`config.mk`:
```
export PLATFORM = sky130hd
export DESIGN_NAME = psg_bus_seq
export DESIGN_NICKNAME = d
export VERILOG_FILES = /design/src/rtl/psg_seq_pkg.sv /design/src/rtl/psg_hold_timer.sv /design/src/rtl/psg_seq_ctrl.sv /design/src/rtl/psg_bus_drive.sv /design/src/rtl/psg_bus_seq.sv
export SDC_FILE = /design/constraint.sdc
export NUM_CORES = 1
export LEC_CHECK = 0
export BUFFER_PORTS_ARGS = -buffer_cell sky130_fd_sc_hd__buf_2
export CAP_MARGIN = 20
export CORE_UTILIZATION = 46
export CTS_CLUSTER_DIAMETER = 100
export CTS_CLUSTER_SIZE = 40
export DETAILED_ROUTE_END_ITERATION = 6
export GPL_TIMING_DRIVEN = 0
export MAX_ROUTING_LAYER = met4
export PLACE_DENSITY_LB_ADDON = 0.3
export SKIP_LAST_GASP = 1
export SLEW_MARGIN = 20
export SYNTH_ARGS = -nofsm -noshare
export SYNTH_HDL_FRONTEND = slang
export SYNTH_SLANG_ARGS = --single-unit
```
`constraint.sdc`:
```
create_clock -name clk -period 2.1 [get_ports clk]
set_clock_uncertainty 0.2 [all_clocks]
set_input_delay 0.42 -clock clk [delete_from_list [all_inputs] [get_ports clk]]
set_output_delay 0.42 -clock clk [all_outputs]
set_load 0.02 [all_outputs]
```
`src/rtl/psg_seq_pkg.sv`:
```
package psg_seq_pkg;
  // control field bits: {chip reset, direction, bus control}
  localparam logic [2:0] CTL_RESET    = 3'b000;
  localparam logic [2:0] CTL_INACTIVE = 3'b100;
  localparam logic [2:0] CTL_READ     = 3'b101;
  localparam logic [2:0] CTL_WRITE    = 3'b110;
  localparam logic [2:0] CTL_LATCH    = 3'b111;

  typedef enum logic [1:0] {
    OP_WRITE = 2'd0,
    OP_RESET = 2'd1,
    OP_CLEAR = 2'd2,
    OP_NONE  = 2'd3
  } op_e;

  typedef enum logic [2:0] {
    PH_IDLE    = 3'd0,
    PH_SETUP   = 3'd1,
    PH_LATCH   = 3'd2,
    PH_GAP     = 3'd3,
    PH_WRITE   = 3'd4,
    PH_TAIL    = 3'd5,
    PH_RST_LOW = 3'd6,
    PH_RST_REL = 3'd7
  } phase_e;
endpackage

```
`src/rtl/psg_hold_timer.sv`:
```
module psg_hold_timer #(
  parameter int HOLD_W = 4
) (
  input  logic              clk,
  input  logic              rst_n,
  input  logic              run,
  input  logic [HOLD_W-1:0] hold,
  output logic              expire
);
  logic [HOLD_W-1:0] cnt_q, cnt_d;

  assign expire = run && (cnt_q == hold - 1'b1);

  always_comb begin
    if (!run || expire) cnt_d = '0;
    else                cnt_d = cnt_q + 1'b1;
  end

  always_ff @(posedge clk or negedge rst_n) begin
    if (!rst_n) cnt_q <= '0;
    else        cnt_q <= cnt_d;
  end
endmodule

```
`src/rtl/psg_seq_ctrl.sv`:
```
module psg_seq_ctrl
  import psg_seq_pkg::*;
#(
  parameter int REG_W    = 4,
  parameter int DATA_W   = 8,
  parameter int HOLD_W   = 4,
  parameter int NUM_REGS = 15
) (
  input  logic              clk,
  input  logic              rst_n,
  input  logic              req_valid,
  input  logic [1:0]        req_op,
  input  logic [REG_W-1:0]  req_reg,
  input  logic [DATA_W-1:0] req_data,
  input  logic [HOLD_W-1:0] hold_cycles,
  input  logic              expire,
  output phase_e            phase,
  output logic [REG_W-1:0]  addr,
  output logic [DATA_W-1:0] value,
  output logic [HOLD_W-1:0] hold,
  output logic              busy,
  output logic              done
);
  localparam logic [REG_W-1:0] TOP_REG = REG_W'(NUM_REGS - 1);

  phase_e            ph_q, ph_d;
  op_e               op_q, op_d;
  logic [REG_W-1:0]  addr_q, addr_d;
  logic [DATA_W-1:0] val_q, val_d;
  logic [HOLD_W-1:0] hold_q, hold_d;
  logic              done_q, done_d;
  logic              accept;

  assign busy   = (ph_q != PH_IDLE);
  assign accept = !busy && req_valid && (op_e'(req_op) != OP_NONE);

  always_comb begin
    ph_d   = ph_q;
    op_d   = op_q;
    addr_d = addr_q;
    val_d  = val_q;
    hold_d = hold_q;
    done_d = 1'b0;
    if (accept) begin
      op_d   = op_e'(req_op);
      hold_d = (hold_cycles == '0) ? HOLD_W'(1) : hold_cycles;
      addr_d = (op_e'(req_op) == OP_CLEAR) ? TOP_REG : req_reg;
      val_d  = (op_e'(req_op) == OP_WRITE) ? req_data : '0;
      ph_d   = (op_e'(req_op) == OP_RESET) ? PH_RST_LOW : PH_SETUP;
    end else if (expire) begin
      unique case (ph_q)
        PH_SETUP:   ph_d = PH_LATCH;
        PH_LATCH:   ph_d = PH_GAP;
        PH_GAP:     ph_d = PH_WRITE;
        PH_WRITE:   ph_d = PH_TAIL;
        PH_TAIL: begin
          if (op_q == OP_CLEAR && addr_q != '0) begin
            addr_d = addr_q - 1'b1;
            ph_d   = PH_SETUP;
          end else begin
            ph_d   = PH_IDLE;
            done_d = 1'b1;
          end
        end
        PH_RST_LOW: ph_d = PH_RST_REL;
        PH_RST_REL: begin
          ph_d   = PH_IDLE;
          done_d = 1'b1;
        end
        default:    ph_d = PH_IDLE;
      endcase
    end
  end

  always_ff @(posedge clk or negedge rst_n) begin
    if (!rst_n) begin
      ph_q   <= PH_IDLE;
      op_q   <= OP_WRITE;
      addr_q <= '0;
      val_q  <= '0;
      hold_q <= HOLD_W'(1);
      done_q <= 1'b0;
    end else begin
      ph_q   <= ph_d;
      op_q   <= op_d;
      addr_q <= addr_d;
      val_q  <= val_d;
      hold_q <= hold_d;
      done_q <= done_d;
    end
  end

  assign phase = ph_q;
  assign addr  = addr_q;
  assign value = val_q;
  assign hold  = hold_q;
  assign done  = done_q;
endmodule

```
`src/rtl/psg_bus_drive.sv`:
```
module psg_bus_drive
  import psg_seq_pkg::*;
#(
  parameter int N_CHIP = 2,
  parameter int REG_W  = 4,
  parameter int DATA_W = 8
) (
  input  phase_e                        phase,
  input  logic [REG_W-1:0]              addr,
  input  logic [DATA_W-1:0]             value,
  output logic [N_CHIP-1:0][2:0]        ctl_o,
  output logic [N_CHIP-1:0][DATA_W-1:0] data_o
);
  logic [2:0]        ctl_c;
  logic [DATA_W-1:0] data_c;

  always_comb begin
    unique case (phase)
      PH_LATCH:   ctl_c = CTL_LATCH;
      PH_WRITE:   ctl_c = CTL_WRITE;
      PH_RST_LOW: ctl_c = CTL_RESET;
      default:    ctl_c = CTL_INACTIVE;
    endcase
    unique case (phase)
      PH_SETUP, PH_LATCH, PH_GAP: data_c = DATA_W'(addr);
      PH_WRITE, PH_TAIL:          data_c = value;
      default:                    data_c = '0;
    endcase
  end

  for (genvar c = 0; c < N_CHIP; c++) begin : g_chip
    assign ctl_o[c]  = ctl_c;
    assign data_o[c] = data_c;
  end
endmodule

```
`src/rtl/psg_bus_seq.sv`:
```
module psg_bus_seq
  import psg_seq_pkg::*;
#(
  parameter int REG_W    = 4,
  parameter int DATA_W   = 8,
  parameter int HOLD_W   = 4,
  parameter int NUM_REGS = 15
) (
  input  logic              clk,
  input  logic              rst_n,
  input  logic              req_valid,
  input  logic [1:0]        req_op,
  input  logic [REG_W-1:0]  req_reg,
  input  logic [DATA_W-1:0] req_data,
  input  logic [HOLD_W-1:0] hold_cycles,
  output logic              busy,
  output logic              done,
  output logic              bus_oe,
  output logic [2:0]        bus0_ctl,
  output logic [DATA_W-1:0] bus0_data,
  output logic [2:0]        bus1_ctl,
  output logic [DATA_W-1:0] bus1_data
);
  localparam int N_CHIP = 2;

  phase_e                        phase;
  logic [REG_W-1:0]              addr;
  logic [DATA_W-1:0]             value;
  logic [HOLD_W-1:0]             hold;
  logic                          expire;
  logic [N_CHIP-1:0][2:0]        ctl_w;
  logic [N_CHIP-1:0][DATA_W-1:0] data_w;
  logic                          oe_q;

  psg_seq_ctrl #(
    .REG_W(REG_W), .DATA_W(DATA_W), .HOLD_W(HOLD_W), .NUM_REGS(NUM_REGS)
  ) u_ctrl (
    .clk(clk), .rst_n(rst_n), .req_valid(req_valid), .req_op(req_op),
    .req_reg(req_reg), .req_data(req_data), .hold_cycles(hold_cycles),
    .expire(expire), .phase(phase), .addr(addr), .value(value),
    .hold(hold), .busy(busy), .done(done)
  );

  psg_hold_timer #(.HOLD_W(HOLD_W)) u_timer (
    .clk(clk), .rst_n(rst_n), .run(busy), .hold(hold), .expire(expire)
  );

  psg_bus_drive #(.N_CHIP(N_CHIP), .REG_W(REG_W), .DATA_W(DATA_W)) u_drive (
    .phase(phase), .addr(addr), .value(value), .ctl_o(ctl_w), .data_o(data_w)
  );

  always_ff @(posedge clk or negedge rst_n) begin
    if (!rst_n) oe_q <= 1'b0;
    else        oe_q <= 1'b1;
  end

  assign bus_oe    = oe_q;
  assign bus0_ctl  = ctl_w[0];
  assign bus0_data = data_w[0];
  assign bus1_ctl  = ctl_w[1];
  assign bus1_data = data_w[1];
endmodule

```
==> Word-level counts from Yosys, hierarchy flattened <==
Cells that the tools add are included.
{ "word_totals": {"ff_bits": 27, "word_cells": 58} }
{ "classes": {"n_addsub": 3, "eq_ne": 12, "n_mux": 19, "n_reduce_logical": 16} }
{ "op_table": {"columns": ["operator", "n"], "rows": [
  ["2-to-1 mux 4 bit", 7],
  ["case mux 3 bit (6 select lines)", 1],
  ["case mux 8 bit (2 select lines)", 1],
  ["equality test 3 bit (second input constant)", 4],
  ["2-to-1 mux 3 bit", 3],
  ["case mux 3 bit (3 select lines)", 1],
  ["2-to-1 mux 8 bit", 1],
  ["subtractor 4 x 1 -> 4 bit (second input constant)", 2],
  ["equality test 3 x 2 -> 1 bit (second input constant)", 2],
  ["nonzero test 2 bit", 3],
  ["adder 4 x 1 -> 4 bit (second input constant)", 1],
  ["equality test 2 bit (second input constant)", 2],
  ["equality test 4 bit", 1],
  ["logical AND 1 bit", 4],
  ["zero test 4 bit", 1],
  ["2-to-1 mux 1 bit", 4],
  ["nonzero test 4 bit", 1],
  ["equality test 3 x 1 -> 1 bit (second input constant)", 1],
  ["AND reduction 3 bit", 1],
  ["nonzero test 3 bit", 1],
  ["OR reduction 3 bit", 1],
  ["equality test 2 x 1 -> 1 bit (second input constant)", 1],
  ["zero test 2 bit", 1],
  ["inequality test 2 bit (second input constant)", 1],
  ["4 further kinds", 4]
]} }

==> Depth between registers and ports, before layout <==
Gate-level depths: netlist of run 1.
{ "logic_depth": {"depth_word": 6, "ltp_mapped": 6, "ltp_nobuf": 6} }

==> Hierarchy <==
Synthesis of run 1 repeated with hierarchy kept, for this count alone.
{ "hier_totals": {"hier_cells": 157, "area_unflattened_um2": 1602.8} }
{ "by_module_without_submodules": {"columns": ["module", "instances", "cells_per_inst", "area_per_inst_um2", "seq_area_each_um2"], "rows": [
  ["psg_seq_ctrl", 1, 100, 1062.3, 551.8],
  ["psg_hold_timer", 1, 25, 276.5, 100.1],
  ["psg_bus_drive", 1, 30, 235.2, 0.0],
  ["psg_bus_seq", 1, 2, 28.8, 25.0]
]} }

==> Least setup slack after synthesis of run 1 <==
No wires, ideal clock.
{ "synth_path": {"path_type": "reg2out", "startpoint": "register u_ctrl.ph_q[1], in the netlist u_ctrl.phase[1]", "endpoint": "output port bus1_ctl[0]", "arrival_ps": 1538, "t_required_ps": 1480, "setup_slack_ps": -58, "stages_incl_launch_ff": 4, "n_path_buf": 2, "path_cell_list": "dfrtp_1 > clkbuf_1 > nor3b_1 > buf_4"} }
{ "synth_between": {"elab_chain_cells": 2} }
{ "synth_lines": {"columns": ["item", "line", "rtl"], "rows": [
  ["start, declared", "psg_seq_ctrl.sv:26", "phase_e ph_q, ph_d;"],
  ["start signal, assigned", "psg_seq_ctrl.sv:84", "ph_q <= ph_d;"],
  ["equality test 3 bit / equality test 3 x 2 -> 1 bit (equally long branches)", "psg_bus_drive.sv:18", "unique case (phase)"],
  ["case mux 3 bit (3 select lines) (*)", "psg_bus_drive.sv:18", null],
  ["end, declared", "psg_bus_seq.sv:21", "output logic [2:0] bus1_ctl,"]
]} }
Every way passes the cells marked *; elsewhere a longest branch is shown, timed or not.

==> Final worst setup path of run 1 <==
{ "layout_path": {"startpoint": "register u_ctrl.ph_q[1], in the netlist u_ctrl.phase[1]", "endpoint": "register u_ctrl.ph_q[1], in the netlist u_ctrl.phase[1]"} }
{ "layout_between": {"elab_chain_cells": 5} }
{ "layout_lines": {"columns": ["item"], "rows": [
  ["branches (longest 5 deep; another with case mux 3 bit (6 select lines))"]
]} }
Parallel ways; which one is timed is not known. The select of a mux whose other input is x is not followed.
A chain may end at the register's enable or synchronous reset.

==> flow_summary.yaml, run 1 <==
run_status:
  status: "finished with violations"
  violations: "negative setup slack"
timing:
  period_share: 1.05
  relSlewSlack: 0.593
  setup_ws_ps: -97.6
  finalHoldViolCount: 0
  finalSetupViolations: 16
  rsz0062_at_grt: "yes"
  whs_ps: 90.2
  max_clock_freq_ghz: 0.455
  maxSlewViolCount: 0
  setup_tns_ps: -787
  worst_pin_slew_ps: 610
  layout_min_cycle_time_ps: 2200
synthesis:
  syn_avg_cell_area_um2: 10.5
  yosysMostFrequentCell: "dfrtp_1"
  yosysUniqueCellTypes: 50
  synthTopCellsByArea: "dfrtp_1, a22o_1, buf_4"
  synth_common_cells: "dfrtp_1, a22o_1, nor3_1"
  synth-seq-cells: 27
  syn_inst: 154
  syn-cell-area_mm2: 0.00161
  syn-num-nets: 178
  synth_top_area_share: 0.403
  synth_edf_count: 0
  yosysTopAreaCell: "dfrtp_1"
  ys_warn_count: 0
  synth-async-reset-ratio: 1.00
  ys.flop_type: "dfrtp_1"
  synth_seq_area_share: 0.419
hold_path:
  min_to: "u_ctrl.value[6]"
  min_from: "req_data[6]"
  worst_hold_path_type: "input port to flop"
  holdPathStages: 2
clocking:
  htreeDepth: 1
  numCtsBuffers: 3
  cts_sinks: 27
  cts_tree: "done"
  clk_pin_slew_worst_paths_ps: 160
  clock_latency_ps: 340
  clock_path_buffers: 2
  clockRootBuffer: "clkbuf_4"
worst_setup_path:
  critPathArrivalTime_ps: 2280
  worstReg2RegEnd: "u_ctrl.phase[1]"
  crit_type: "flop to flop"
  cp.required_ps: 2190
  crit_fanout: 7
  r2r_cells: 6
  crit_path_end_kind: "flop"
  r2r_start: "u_ctrl.phase[1]"
  start_kind: "flop"
  reg2reg_setup_slack_ps: -100
route:
  detail_route.wl_per_cell_um: 16.9
  drt.antenna.violating_nets: 0
  via_per_inst: 5.61
  drt_iter0_markers: 65
  routed_wl_mm: 4.52
  drc_errors: 0
  vias: 1498
  dr.pass1.iters: 4
power_and_ir_drop:
  pwr-share-seq: 0.298
  power_density_mw_per_mm2: 1320
  p_sw_frac: 0.442
  leakage_uw: 0.00109
  clockPowerShare: 0.077
  pwr-share-comb: 0.625
  p_total_uw: 3110
  internal_power_uw: 1740
  switchingPower_uw: 1370
  irDropWorstVdd_uv: 892
place:
  dp_hpwl_mm: 2.87
  routabilityCongestion: 0.955
  io_buffers: 45
  place_ws_ps: -142
final_layout:
  layout-drive-gt1-share: 0.520
  fin_util: 0.706
  n_antenna_cell: 0
  fillers: 253
  area.growth.synth_to_final_pct: 46.0
  fin_nets: 246
global_routing:
  gr-usage-met3: 0.0567
  grt_max_degree: 28
  grt-ovfl-total: 0
  top_usage_layer: "met2"
  antenna_found_initial: 0
  use_met1: 0.310
  grt_pass1_vias: 1451
  grt_pass1_wl_mm: 6.93
  grt_use_met2: 0.458
  groute.usage.overall: 0.265
run:
  cap_violations: 0
floorplanning:
  die_w_um: 61.2
  dieArea_mm2: 0.00375
  dieHeight_um: 61.2
  row_count: 21
  io_pins: 46
  initial_utilization: 0.484
  core_area_mm2: 0.00334
[placed cells by master (no fill, tap or decap), drive strengths merged, types with 2 or more instances in the layout]
cell type	n
a21boi	2
a21oi	5
a22o	13
a311o	2
and2	4
and3	2
buf	78
clkbuf	4
dfrtp	26
ha	3
inv	7
mux2	3
nand2	4
nand2b	3
nand3	3
nor2	9
nor3	15
nor3b	2
nor4	2
o31ai	4
or3	2
xnor2	4
xor2	4
[timing repair]
item	CTS	global route
pin swaps	17	18
hold endpoints to repair	26	0
setup endpoints to repair	33	36
resized for setup	40	32
hold buffers	1	0
setup buffers	15	6
[power groups by stage]
stage | clock, µW | sequential (µW) | combinational (µW)
after floorplan | 0 | 889 | 1070
after detailed placement | 0 | 930 | 1410
final | 240 | 925 | 1940
after global placement | 0 | 912 | 1360
after CTS | 241 | 915 | 1770
after global routing | 256 | 953 | 2090
[how the worst max path moves through the flow]
stage | start | endpoint | depth (start not counted)
floorplan | u_ctrl.hold[0] | u_ctrl.addr[2] | 6
global placement | u_ctrl.hold[0] | u_ctrl.addr[1] | 6
detailed placement | u_ctrl.hold[0] | u_ctrl.addr[1] | 6
CTS | u_ctrl.phase[1] | bus1_data[1] | 5
global route | u_ctrl.phase[1] | bus1_data[2] | 5
finish | u_ctrl.phase[1] | u_ctrl.phase[1] | 6
[state kept, by name, indices dropped and copies added (netlist names)]
| signal | count |
|---|---|
| u_ctrl.phase | 3 |
| u_ctrl.value | 8 |
| u_timer.cnt_q | 4 |
| u_ctrl.hold | 4 |
| u_ctrl.op_q | 2 |
| u_ctrl.addr | 4 |
| u_ctrl.done | 1 |
| bus_oe | 1 |
[stage by stage]
stage / cells / area (µm²)
2_1_floorplan: 154 / 1620
3_3_place_gp: 245 / 1900
6_report: 267 / 2360
3_5_place_dp: 245 / 1900
4_1_cts: 263 / 2200
5_1_grt: 267 / 2360
[critical path: stages, from the launching register on]
cell and delay (ps):
dfrtp_1 440, buf_6 140, buf_6 110, or4b_4 570
o31a_1 320, nor4b_2 230, or3_1 140
[logic make-up (layout without fill, tap and decap cells)]
logic type,Yosys count,in the layout,share of synthesized area
buffers and inverters,24,91,0.0884
other,1,1,0.00232
multiplexers,3,3,0.0209
adder cells (fa/ha/maj),3,3,0.0233
AO/OA/AOI/OAI,36,36,0.181
AND/OR/NAND/NOR,51,51,0.198
XOR/XNOR,9,9,0.0667
flip-flops,27,27,0.419
[routing by layer]
layer | wire length [µm] | share of wire
met1 | 1810 | 0.40
met2 | 2420 | 0.53
met3 | 181 | 0.040
met4 | 114 | 0.025
met5 | 0 | 0
[final cells by class]
class | count | area [µm²] | area share
buffer | 13 | 108 | 0.0456
clock buffer | 3 | 22.5 | 0.00955
clock inverter | 1 | 5.00 | 0.00212
inverter | 7 | 26.3 | 0.0111
multi-input combinational | 103 | 961 | 0.408
sequential | 27 | 677 | 0.287
tap | 46 | 57.6 | 0.0244
timing repair buffer | 67 | 500 | 0.212
Power figures use the tool's default switching activity.
==> run 2, diff against run 1 <==
--- a/config.mk
+++ b/config.mk
@@ -7,7 +7,9 @@
 export LEC_CHECK = 0
 export BUFFER_PORTS_ARGS = -buffer_cell sky130_fd_sc_hd__buf_2
 export CAP_MARGIN = 20
-export CORE_UTILIZATION = 46
+export CELL_PAD_IN_SITES_DETAIL_PLACEMENT = 0
+export CELL_PAD_IN_SITES_GLOBAL_PLACEMENT = 1
+export CORE_UTILIZATION = 35
 export CTS_CLUSTER_DIAMETER = 100
 export CTS_CLUSTER_SIZE = 40
 export DETAILED_ROUTE_END_ITERATION = 6
@@ -19,3 +21,4 @@
 export SYNTH_ARGS = -nofsm -noshare
 export SYNTH_HDL_FRONTEND = slang
 export SYNTH_SLANG_ARGS = --single-unit
+export TNS_END_PERCENT = 100
==> constraint.sdc (replaced) <==
create_clock -name clk -period 2.1 [get_ports clk]
set_clock_uncertainty 0.2 [all_clocks]
set_input_delay 0.315 -clock clk [delete_from_list [all_inputs] [get_ports clk]]
set_output_delay 0.315 -clock clk [all_outputs]
set_load 0.02 [all_outputs]
==> flow_summary.yaml, run 2 (same netlist as run 1, synthesis figures left out) <==
floorplanning:
  io_pins: 46
  row_count: 24
  dieArea_mm2: 0.00489
  core_area_mm2: 0.00438
  die_w_um: 69.9
  dieHeight_um: 69.9
  initial_utilization: 0.368
clocking:
  htreeDepth: 1
  clockRootBuffer: "clkbuf_8"
  clk_pin_slew_worst_paths_ps: 100
  cts_tree: "done"
  clock_path_buffers: 2
  clock_latency_ps: 280
  cts_sinks: 27
  numCtsBuffers: 3
run_status:
  status: "finished clean"
route:
  routed_wl_mm: 3.84
  detail_route.wl_per_cell_um: 14.5
  drt_iter0_markers: 29
  drc_errors: 0
  drt.antenna.violating_nets: 0
  vias: 1385
  dr.pass1.iters: 4
  via_per_inst: 5.21
timing:
  relSlewSlack: 0.594
  layout_min_cycle_time_ps: 2060
  worst_pin_slew_ps: 609
  max_clock_freq_ghz: 0.486
  period_share: 0.980
  finalHoldViolCount: 0
  rsz0062_at_grt: "yes"
  maxSlewViolCount: 0
  finalSetupViolations: 0
place:
  io_buffers: 45
  dp_hpwl_mm: 2.84
  dpl.cell_count: 251
  routabilityCongestion: 0.803
worst_setup_path:
  worstReg2RegEnd: "u_ctrl.phase[1]"
  r2r_start: "u_ctrl.hold[0]"
  r2r_cells: 6
  reg2reg_setup_slack_ps: 40
  start_kind: "flop"
  critPathArrivalTime_ps: 1540
  setup.worst_path.end: "busy"
  crit_start: "u_ctrl.phase[2]"
  crit_path_end_kind: "output pin"
  crit_fanout: 8
  cp.required_ps: 1580
  crit_type: "flop to output pin"
final_layout:
  area.growth.synth_to_final_pct: 33.9
  n_antenna_cell: 0
  fin_cells: 266
  fin_nets: 239
  final_common_cell: "buf_2"
  largest_reg_flops: 8
  layout_common_cells: "buf_2, dfrtp_1, buf_4"
  fin_util: 0.493
  layout-drive-gt1-share: 0.477
run:
  cap_violations: 0
global_routing:
  grt-ovfl-total: 0
  grt_max_degree: 28
  groute.usage.overall: 0.166
  grt_pass1_vias: 1340
  antenna_found_initial: 0
  grt_pass1_wl_mm: 6.27
power_and_ir_drop:
  irDropWorstVdd_uv: 726
  p_total_uw: 3000
  leakage_uw: 0.000993
  power_density_mw_per_mm2: 1390
hold_path:
  worst_hold_path_type: "input port to flop"
  holdPathStages: 2
==> run 2: critical path, stage by stage (launching register included) <==
cell     delay (ps)
dfrtp_1         420
buf_4           140
nor3_2          410
inv_1           110
buf_2           180
==> run 2: cell type report <==
type                    count  area, µm²
plain buffers              16        133
clock inverters             1       7.51
well taps                  52       65.1
fillers                   412       2220
inverters                   7       26.3
flip-flops and latches     27        679
repair buffers             57        329
clock buffers               3       41.3
multi-input cells         103        880
==> run 2: stage by stage <==
stage	hold WS, ps	TNS [ps]	setup WS [ps]	cell area, µm²
3_3_place_gp	161	-457	-129	1900
6_report	40.8	0	41.8	2160
3_5_place_dp	175	-583	-138	1900
2_1_floorplan	-181	0	47.1	1610
5_1_grt	43.2	-195	-67.4	2160
4_1_cts	36.9	-8.18	-8.18	2050
==> run 2: how the worst min path moves through the flow <==
stage | startpoint | endpoint | slack, ps
finish | req_data[4] | u_ctrl.value[4] | 40
global route | req_data[5] | u_ctrl.value[5] | 40
CTS | req_data[4] | u_ctrl.value[4] | 40
detailed placement | rst_n | u_ctrl.value[2] | 170
global placement | rst_n | u_ctrl.value[4] | 160
floorplan | rst_n | bus_oe | -180
==> run 2: power by group <==
group,internal [µW],leakage [µW],switching [µW]
clock,135,0.0000217,173
combinational,845,0.000647,928
sequential,744,0.000324,171
total,1720,0.000993,1270
==> run 2: metal layers <==
layer / vias up / global-route usage / share of wire
li1: 675 / - / -
met1: 672 / 0.209 / 0.45
met2: 33 / 0.269 / 0.49
met3: 5 / 0.0289 / 0.037
met4: 0 / 0.0622 / 0.013
met5: - / - / 0
==> run 2: repair_timing <==
action                                  CTS  global route
endpoints found under the hold margin    26             0
buffers inserted                          2             9
pin swaps                                 4             9
endpoints found under the setup margin   24            20
resized for setup                        15            18
hold buffers                              1             0
